<file path="src/rtl/tc_pkg.sv">
`timescale 1ns/1ps
package tc_pkg;
  typedef enum logic [1:0] {PH_ACCUM, PH_RANK, PH_REPORT} phase_e;
  typedef enum logic [1:0] {SG_NEG = 2'd0, SG_ZERO = 2'd1, SG_POS = 2'd2} sign_e;
endpackage

</file>
<file path="src/rtl/tc_input_stage.sv">
`timescale 1ns/1ps
module tc_input_stage #(
  parameter int NUM_CH   = 3,
  parameter int NUM_BINS = 4,
  parameter int XW       = 4,
  parameter int AW       = 4,
  parameter int CH_W     = 2,
  parameter int BIN_W    = 2,
  parameter int SX_W     = 8
) (
  input  logic             clk,
  input  logic             rst,
  input  logic             busy,
  input  logic             frame_start,
  input  logic             in_valid,
  input  logic [CH_W-1:0]  in_ch,
  input  logic [BIN_W-1:0] in_bin,
  input  logic [XW-1:0]    in_val,
  input  logic             in_last,
  output logic             rd_en,
  output logic [AW-1:0]    rd_addr,
  output logic             el_vld,
  output logic             el_clr,
  output logic             el_last,
  output logic [XW-1:0]    el_x,
  output logic [SX_W-1:0]  sum_x
);
  logic in_range;

  always_comb begin
    in_range = (int'(in_ch) < NUM_CH) && (int'(in_bin) < NUM_BINS);
    rd_en    = in_valid && in_range && !busy;
    rd_addr  = AW'(in_bin) * AW'(NUM_CH) + AW'(in_ch);
  end

  // one pipeline stage, aligned with the synchronous template read
  always_ff @(posedge clk) begin
    if (rst) begin
      el_vld  <= 1'b0;
      el_clr  <= 1'b0;
      el_last <= 1'b0;
      el_x    <= '0;
    end else begin
      el_vld  <= rd_en;
      el_clr  <= frame_start && !busy;
      el_last <= rd_en && in_last;
      el_x    <= in_val;
    end
  end

  always_ff @(posedge clk) begin
    if (rst)
      sum_x <= '0;
    else if (el_clr)
      sum_x <= el_vld ? SX_W'(el_x) : '0;
    else if (el_vld)
      sum_x <= sum_x + SX_W'(el_x);
  end
endmodule

</file>
<file path="src/rtl/tc_pe.sv">
`timescale 1ns/1ps
module tc_pe #(
  parameter int N_ELEM = 12,
  parameter int XW     = 4,
  parameter int TW     = 4,
  parameter int AW     = 4,
  parameter int SXT_W  = 12,
  parameter int ST_W   = 8,
  parameter int STT_W  = 12
) (
  input  logic             clk,
  input  logic             rst,
  input  logic             wr_en,
  input  logic [AW-1:0]    wr_addr,
  input  logic [TW-1:0]    wr_data,
  input  logic             st_en,
  input  logic [ST_W-1:0]  st_sum_t,
  input  logic [STT_W-1:0] st_sum_tt,
  input  logic             rd_en,
  input  logic [AW-1:0]    rd_addr,
  input  logic             el_vld,
  input  logic             el_clr,
  input  logic [XW-1:0]    el_x,
  output logic [SXT_W-1:0] sum_xt,
  output logic [ST_W-1:0]  sum_t,
  output logic [STT_W-1:0] sum_tt
);
  localparam int PW = XW + TW;

  logic [TW-1:0] mem [N_ELEM];
  logic [TW-1:0] t_q;
  logic [PW-1:0] prod;

  // simple dual-port template store, registered read
  always_ff @(posedge clk) begin
    if (wr_en && (int'(wr_addr) < N_ELEM))
      mem[wr_addr] <= wr_data;
    if (rd_en)
      t_q <= mem[rd_addr];
  end

  always_comb prod = PW'(el_x) * PW'(t_q);

  always_ff @(posedge clk) begin
    if (rst)
      sum_xt <= '0;
    else if (el_clr)
      sum_xt <= el_vld ? SXT_W'(prod) : '0;
    else if (el_vld)
      sum_xt <= sum_xt + SXT_W'(prod);
  end

  always_ff @(posedge clk) begin
    if (rst) begin
      sum_t  <= '0;
      sum_tt <= '0;
    end else if (st_en) begin
      sum_t  <= st_sum_t;
      sum_tt <= st_sum_tt;
    end
  end
endmodule

</file>
<file path="src/rtl/tc_ranker.sv">
`timescale 1ns/1ps
module tc_ranker
  import tc_pkg::*;
#(
  parameter int NT     = 4,
  parameter int N_ELEM = 12,
  parameter int TSEL_W = 2,
  parameter int SX_W   = 8,
  parameter int SXT_W  = 12,
  parameter int ST_W   = 8,
  parameter int STT_W  = 12,
  parameter int NUM_W  = 17,
  parameter int DEN_W  = 16
) (
  input  logic                          clk,
  input  logic                          rst,
  input  logic                          start,
  input  logic [SX_W-1:0]               sum_x,
  input  logic [NT-1:0][SXT_W-1:0]      sum_xt,
  input  logic [NT-1:0][ST_W-1:0]       sum_t,
  input  logic [NT-1:0][STT_W-1:0]      sum_tt,
  output logic                          busy,
  output phase_e                        phase_o,
  output logic                          done,
  output logic [TSEL_W-1:0]             best_idx,
  output logic signed [NUM_W-1:0]       best_num
);
  localparam int PROD_W = 2 * NUM_W + DEN_W;

  phase_e                   phase;
  logic [TSEL_W-1:0]        k;
  logic signed [NUM_W-1:0]  cur_num;
  logic signed [NUM_W-1:0]  cand_num;
  logic [DEN_W-1:0]         cur_den;
  logic [DEN_W-1:0]         cand_den;
  logic [TSEL_W-1:0]        cand_idx;
  logic                     take;

  function automatic sign_e sign_of(input logic signed [NUM_W-1:0] n);
    if (n > 0) return SG_POS;
    if (n == 0) return SG_ZERO;
    return SG_NEG;
  endfunction

  // true when (an, ad) has a strictly higher correlation than (bn, bd)
  function automatic logic beats(input logic signed [NUM_W-1:0] an, input logic [DEN_W-1:0] ad,
                                 input logic signed [NUM_W-1:0] bn, input logic [DEN_W-1:0] bd);
    sign_e             ca, cb;
    logic [NUM_W-1:0]  am, bm;
    logic [PROD_W-1:0] lhs, rhs;
    ca  = sign_of(an);
    cb  = sign_of(bn);
    am  = (an < 0) ? $unsigned(-an) : $unsigned(an);
    bm  = (bn < 0) ? $unsigned(-bn) : $unsigned(bn);
    lhs = PROD_W'(am) * PROD_W'(am) * PROD_W'(bd);
    rhs = PROD_W'(bm) * PROD_W'(bm) * PROD_W'(ad);
    if (ca != cb) return (ca > cb);
    if (ca == SG_POS) return (lhs > rhs);
    if (ca == SG_NEG) return (lhs < rhs);
    return 1'b0;
  endfunction

  always_comb begin
    cur_num = $signed(NUM_W'(N_ELEM) * NUM_W'(sum_xt[k]) - NUM_W'(sum_x) * NUM_W'(sum_t[k]));
    cur_den = DEN_W'(N_ELEM) * DEN_W'(sum_tt[k]) - DEN_W'(sum_t[k]) * DEN_W'(sum_t[k]);
    take    = (k == '0) || beats(cur_num, cur_den, cand_num, cand_den);
    busy    = start || (phase != PH_ACCUM);
    phase_o = phase;
  end

  always_ff @(posedge clk) begin
    if (rst) begin
      phase    <= PH_ACCUM;
      k        <= '0;
      cand_num <= '0;
      cand_den <= '0;
      cand_idx <= '0;
      done     <= 1'b0;
      best_idx <= '0;
      best_num <= '0;
    end else begin
      done <= 1'b0;
      case (phase)
        PH_ACCUM: begin
          if (start) begin
            phase <= PH_RANK;
            k     <= '0;
          end
        end
        PH_RANK: begin
          if (take) begin
            cand_num <= cur_num;
            cand_den <= cur_den;
            cand_idx <= k;
          end
          if (int'(k) == NT - 1) phase <= PH_REPORT;
          else                   k     <= k + TSEL_W'(1);
        end
        PH_REPORT: begin
          done     <= 1'b1;
          best_idx <= cand_idx;
          best_num <= cand_num;
          phase    <= PH_ACCUM;
        end
        default: phase <= PH_ACCUM;
      endcase
    end
  end
endmodule

</file>
<file path="src/rtl/tc_correlator.sv">
`timescale 1ns/1ps
module tc_correlator
  import tc_pkg::*;
#(
  parameter int NUM_TMPL = 4,
  parameter int NUM_CH   = 3,
  parameter int NUM_BINS = 4,
  parameter int XW       = 4,
  parameter int TW       = 4,
  localparam int N_ELEM  = NUM_CH * NUM_BINS,
  localparam int CL      = $clog2(N_ELEM + 1),
  localparam int AW      = (N_ELEM > 1) ? $clog2(N_ELEM) : 1,
  localparam int CH_W    = (NUM_CH > 1) ? $clog2(NUM_CH) : 1,
  localparam int BIN_W   = (NUM_BINS > 1) ? $clog2(NUM_BINS) : 1,
  localparam int TSEL_W  = (NUM_TMPL > 1) ? $clog2(NUM_TMPL) : 1,
  localparam int ST_W    = TW + CL,
  localparam int STT_W   = 2 * TW + CL,
  localparam int NUM_W   = XW + TW + 2 * CL + 1
) (
  input  logic                    clk,
  input  logic                    rst,
  input  logic                    tw_en,
  input  logic [TSEL_W-1:0]       tw_sel,
  input  logic [AW-1:0]           tw_addr,
  input  logic [TW-1:0]           tw_data,
  input  logic                    ts_en,
  input  logic [TSEL_W-1:0]       ts_sel,
  input  logic [ST_W-1:0]         ts_sum_t,
  input  logic [STT_W-1:0]        ts_sum_tt,
  input  logic                    frame_start,
  input  logic                    in_valid,
  input  logic [CH_W-1:0]         in_ch,
  input  logic [BIN_W-1:0]        in_bin,
  input  logic [XW-1:0]           in_val,
  input  logic                    in_last,
  output logic                    done,
  output logic [TSEL_W-1:0]       best_idx,
  output logic signed [NUM_W-1:0] best_num
);
  localparam int SX_W  = XW + CL;
  localparam int SXT_W = XW + TW + CL;
  localparam int DEN_W = 2 * TW + 2 * CL;

  logic                          busy;
  logic                          rd_en;
  logic [AW-1:0]                 rd_addr;
  logic                          el_vld, el_clr, el_last;
  logic [XW-1:0]                 el_x;
  logic [SX_W-1:0]               sum_x;
  logic [NUM_TMPL-1:0][SXT_W-1:0] sum_xt;
  logic [NUM_TMPL-1:0][ST_W-1:0]  sum_t;
  logic [NUM_TMPL-1:0][STT_W-1:0] sum_tt;
  phase_e                        phase;
  logic                          ranking, reporting;

  assign ranking   = (phase != PH_ACCUM);
  assign reporting = (phase == PH_REPORT);

  tc_input_stage #(
    .NUM_CH(NUM_CH), .NUM_BINS(NUM_BINS), .XW(XW), .AW(AW),
    .CH_W(CH_W), .BIN_W(BIN_W), .SX_W(SX_W)
  ) u_in (
    .clk(clk), .rst(rst), .busy(busy), .frame_start(frame_start),
    .in_valid(in_valid), .in_ch(in_ch), .in_bin(in_bin), .in_val(in_val), .in_last(in_last),
    .rd_en(rd_en), .rd_addr(rd_addr), .el_vld(el_vld), .el_clr(el_clr),
    .el_last(el_last), .el_x(el_x), .sum_x(sum_x)
  );

  for (genvar g = 0; g < NUM_TMPL; g++) begin : g_pe
    logic wsel, ssel;
    assign wsel = tw_en && (int'(tw_sel) == g);
    assign ssel = ts_en && (int'(ts_sel) == g);
    tc_pe #(
      .N_ELEM(N_ELEM), .XW(XW), .TW(TW), .AW(AW),
      .SXT_W(SXT_W), .ST_W(ST_W), .STT_W(STT_W)
    ) u_pe (
      .clk(clk), .rst(rst), .wr_en(wsel), .wr_addr(tw_addr), .wr_data(tw_data),
      .st_en(ssel), .st_sum_t(ts_sum_t), .st_sum_tt(ts_sum_tt),
      .rd_en(rd_en), .rd_addr(rd_addr), .el_vld(el_vld), .el_clr(el_clr), .el_x(el_x),
      .sum_xt(sum_xt[g]), .sum_t(sum_t[g]), .sum_tt(sum_tt[g])
    );
  end

  tc_ranker #(
    .NT(NUM_TMPL), .N_ELEM(N_ELEM), .TSEL_W(TSEL_W), .SX_W(SX_W), .SXT_W(SXT_W),
    .ST_W(ST_W), .STT_W(STT_W), .NUM_W(NUM_W), .DEN_W(DEN_W)
  ) u_rank (
    .clk(clk), .rst(rst), .start(el_vld && el_last), .sum_x(sum_x),
    .sum_xt(sum_xt), .sum_t(sum_t), .sum_tt(sum_tt),
    .busy(busy), .phase_o(phase), .done(done), .best_idx(best_idx), .best_num(best_num)
  );
endmodule

</file>
<file path="config.mk">
export PLATFORM = sky130hd
export DESIGN_NAME = tc_correlator
export DESIGN_NICKNAME = d
export VERILOG_FILES = /design/src/rtl/tc_pkg.sv /design/src/rtl/tc_input_stage.sv /design/src/rtl/tc_pe.sv /design/src/rtl/tc_ranker.sv /design/src/rtl/tc_correlator.sv
export SDC_FILE = /design/constraint.sdc
export NUM_CORES = 2
export LEC_CHECK = 0
export BUFFER_PORTS_ARGS = -buffer_cell sky130_fd_sc_hd__buf_4
export CELL_PAD_IN_SITES_DETAIL_PLACEMENT = 0
export CELL_PAD_IN_SITES_GLOBAL_PLACEMENT = 1
export CORE_UTILIZATION = 34
export DETAILED_ROUTE_END_ITERATION = 16
export GPL_TIMING_DRIVEN = 0
export PLACE_DENSITY = 0.65
export SLEW_MARGIN = 40
export SYNTH_ARGS = -nofsm -noshare
export SYNTH_HDL_FRONTEND = slang
export SYNTH_SLANG_ARGS = --single-unit
</file>
<file path="constraint.sdc">
create_clock -name clk -period 41.7 [get_ports clk]
set_input_delay 4.17 -clock clk [delete_from_list [all_inputs] [get_ports clk]]
set_output_delay 4.17 -clock clk [all_outputs]
set_load 0.005 [all_outputs]
</file>
==> impl_metrics.py <==
metrics = {
    "outcome": {
        "status": "completed",
    },
    "drt": {
        "ant_nets": 0,
        "drcViolationCount": 0,
        "drt-initial-drc-count": 3780,
        "drt-pass1-iter-count": 6,
        "routed_wl_um": 232000,
        "wire_per_inst_um": 20.8,
        "via_per_inst": 5.02,
        "num_vias": 55900,
    },
    "setup_path": {
        "cp_slowest_stage_delay_ns": 0.73,
        "cpMaxStageDelayCell": "o31ai_1",
        "rrSetupSlack_ns": 15.52,
        "worstSetupEndpointType": "register",
        "crit_fanout": 10,
        "worst_ep_arrival_time_ns": 26.64,
        "start_kind": "register",
        "reg2reg_depth": 85,
        "cpMostUsedCell": "fa_1",
        "criticalPathCategory": "register to register",
        "reg2reg_from": "u_rank.k[0]",
        "cp.required_ns": 42.16,
        "timing.rr.end": "u_rank.cand_num[16]",
    },
    "layout": {
        "fin_area_sq_um": 81200,
        "finish.utilization": 0.373,
        "drive_gt1_frac": 0.0524,
        "nNetsFinal": 10400,
        "area_delta_synth_final_pct": 8.37,
    },
    "clock_network": {
        "cts_made_buffers": 43,
        "clock_sinks": 409,
        "cts.clk_slew.worst_paths_ns": 0.06,
        "cts_root_buf": "clkbuf_16",
        "clk_latency_ns": 0.64,
        "cts_resized": 0,
        "postCtsSetupRepairBufs": 0,
        "cts_tree": "done",
        "htree_levels": 2,
        "hold_buffers": 0,
        "cts_max_path_buffers": 3,
    },
    "grt": {
        "grt_pass1_wl_um": 360000,
        "antenna_found_initial": 13,
        "grt_max_degree": 49,
        "grtUsageTotal": 0.212,
        "grt_overflow": 0,
        "first_global_vias": 59200,
    },
    "synth": {
        "synth_area_leaders": "fa_1 (36%), ha_1 (12%), edfxtp_1 (8.3%)",
        "syn_area_sq_um": 74900,
        "ys_seq_area_frac": 0.137,
        "synth_enable_flop_cells": 208,
        "ys.flop_type": "edfxtp_1",
        "synth_cell_types": 101,
        "yosys_warnings": 0,
        "synth_top_area_frac": 0.362,
        "syn_avg_cell_area_sq_um": 9.24,
        "yosys_register_bits": 409,
        "async_flop_share": 0,
        "synthTopCellsByCount": "inv_1 (1623), fa_1 (1354), nand2_1 (1186)",
        "synthCells": 8114,
        "synth_top_area_cell": "fa_1",
        "yosysMostFrequentCell": "inv_1",
    },
    "sta": {
        "fin_skew_ns": 0.0325,
        "final-setup-viol-count": 0,
        "finalHoldViolations": 0,
        "max_slew_margin": 0.372,
        "finalCritPeriodShare": 0.628,
        "post-route-min-period_ns": 26.18,
        "slew_viol_final": 0,
        "rsz0062_at_grt": "no",
        "worst_pin_slew_ns": 0.941,
        "tns_ns": 0,
        "max_freq_mhz": 38.2,
    },
    "place": {
        "hpwl_um": 196000,
        "gp_congestion": 0.928,
        "port_buffers": 66,
        "placedInstanceArea_sq_um": 79800,
    },
    "floorplan": {
        "ios": 67,
        "core-area_sq_um": 218000,
        "die_w_um": 471,
        "dieArea_sq_um": 222000,
        "die_y_um": 471,
        "initial_core_util": 0.344,
        "row_count": 171,
    },
    "hold_path": {
        "hp-start": "g_pe[0].u_pe.sum_t[2]",
        "holdPathStages": 2,
        "min_path_type": "register to register",
        "hold_path_end": "g_pe[0].u_pe.sum_t[2]",
    },
    "run": {
        "max-cap-violations": 0,
    },
}
## per-stage QoR
step	cells	hold WS (ns)	setup WS [ns]
after floorplan	8133	0.432	20.61
after global placement	11100	0.438	14.73
after detailed placement	11100	0.446	15.64
after CTS	11100	0.454	15.58
after global routing	11100	0.471	13.95
final	11100	0.455	15.52
## worst max-delay path, delay by kind of cell (launching register included)
kind	cells	cell delay (ns)
DFF	1	0.34
adders and majority gates	22	9.83
buffers and inverters	18	3.60
xor gates and xnor gates	1	0.64
and+or+nand+nor	21	4.78
AOI/OAI and AO/OA	22	6.33
muxes	1	0.48
## worst max path at each step
stage | start | endpoint | slack, ns | depth (start not counted)
after global placement | u_rank.k[1] | u_rank.cand_num[16] | 14.73 | 84
after floorplan | u_rank.k[1] | u_rank.cand_den[5] | 20.61 | 88
final | u_rank.k[0] | u_rank.cand_num[16] | 15.52 | 85
after detailed placement | u_rank.k[0] | u_rank.cand_num[16] | 15.64 | 85
after global routing | u_rank.k[1] | u_rank.cand_num[16] | 13.95 | 83
after CTS | u_rank.k[0] | u_rank.cand_num[16] | 15.58 | 85
## cell usage in the layout, fill, tap and decap left out, types with 47 or more instances in the layout
| cell type | count |
|---|---|
| and2_1 | 330 |
| dfxtp_1 | 201 |
| a21oi_1 | 378 |
| edfxtp_1 | 208 |
| mux4_2 | 80 |
| buf_4 | 71 |
| and3_1 | 51 |
| xnor2_2 | 55 |
| nand2_1 | 1186 |
| fa_1 | 1354 |
| xnor2_1 | 147 |
| a21o_1 | 134 |
| clkbuf_1 | 274 |
| inv_1 | 1623 |
| xor2_1 | 74 |
| nor2b_1 | 55 |
| ha_1 | 702 |
| o21ai_0 | 159 |
| o21bai_1 | 47 |
| nand3_1 | 73 |
| mux2i_1 | 50 |
| nor2_1 | 409 |
## registers in the layout, indices dropped and copies added (netlist names), 4 cells and up
register	count
g_pe.u_pe.mem	192
g_pe.u_pe.sum_t	32
g_pe.u_pe.sum_tt	48
g_pe.u_pe.sum_xt	48
g_pe.u_pe.t_q	16
u_in.el_x	4
u_in.sum_x	8
u_rank.best_num	17
u_rank.cand_den	15
u_rank.cand_num	17
## layout make-up
type                    count  area (sq um)
diodes                      3          7.51
fillers                 22100        137000
multi-input cells        5753         57900
inverters                1639          6150
clock buffers              60          1200
clock inverters            19           165
plain buffers             332          1330
well taps                2854          3570
flip-flops and latches    409         10300
repair buffers             74           587
## cells by family after synthesis
kind of cell,after synthesis,synth area share
AO/OA/AOI/OAI,946,0.0796
XOR/XNOR,297,0.0351
adder cells (fa/ha/maj),2056,0.479
buffers and inverters,1971,0.0993
flip-flops,409,0.137
multiplexers,133,0.0312
other,2,0.000100
AND/OR/NAND/NOR,2300,0.139
## layer usage
layer / GRT usage / part of all wire / vias up
met5: 0 / 0.00034 / -
met4: 0.0547 / 0.030 / 12
met3: 0.0300 / 0.054 / 278
met2: 0.352 / 0.47 / 1341
met1: 0.289 / 0.45 / 28800
li1: - / - / 25500
Power is not shown: default switching activity piles up to over one toggle a cycle in this logic, so the estimate is an artifact.
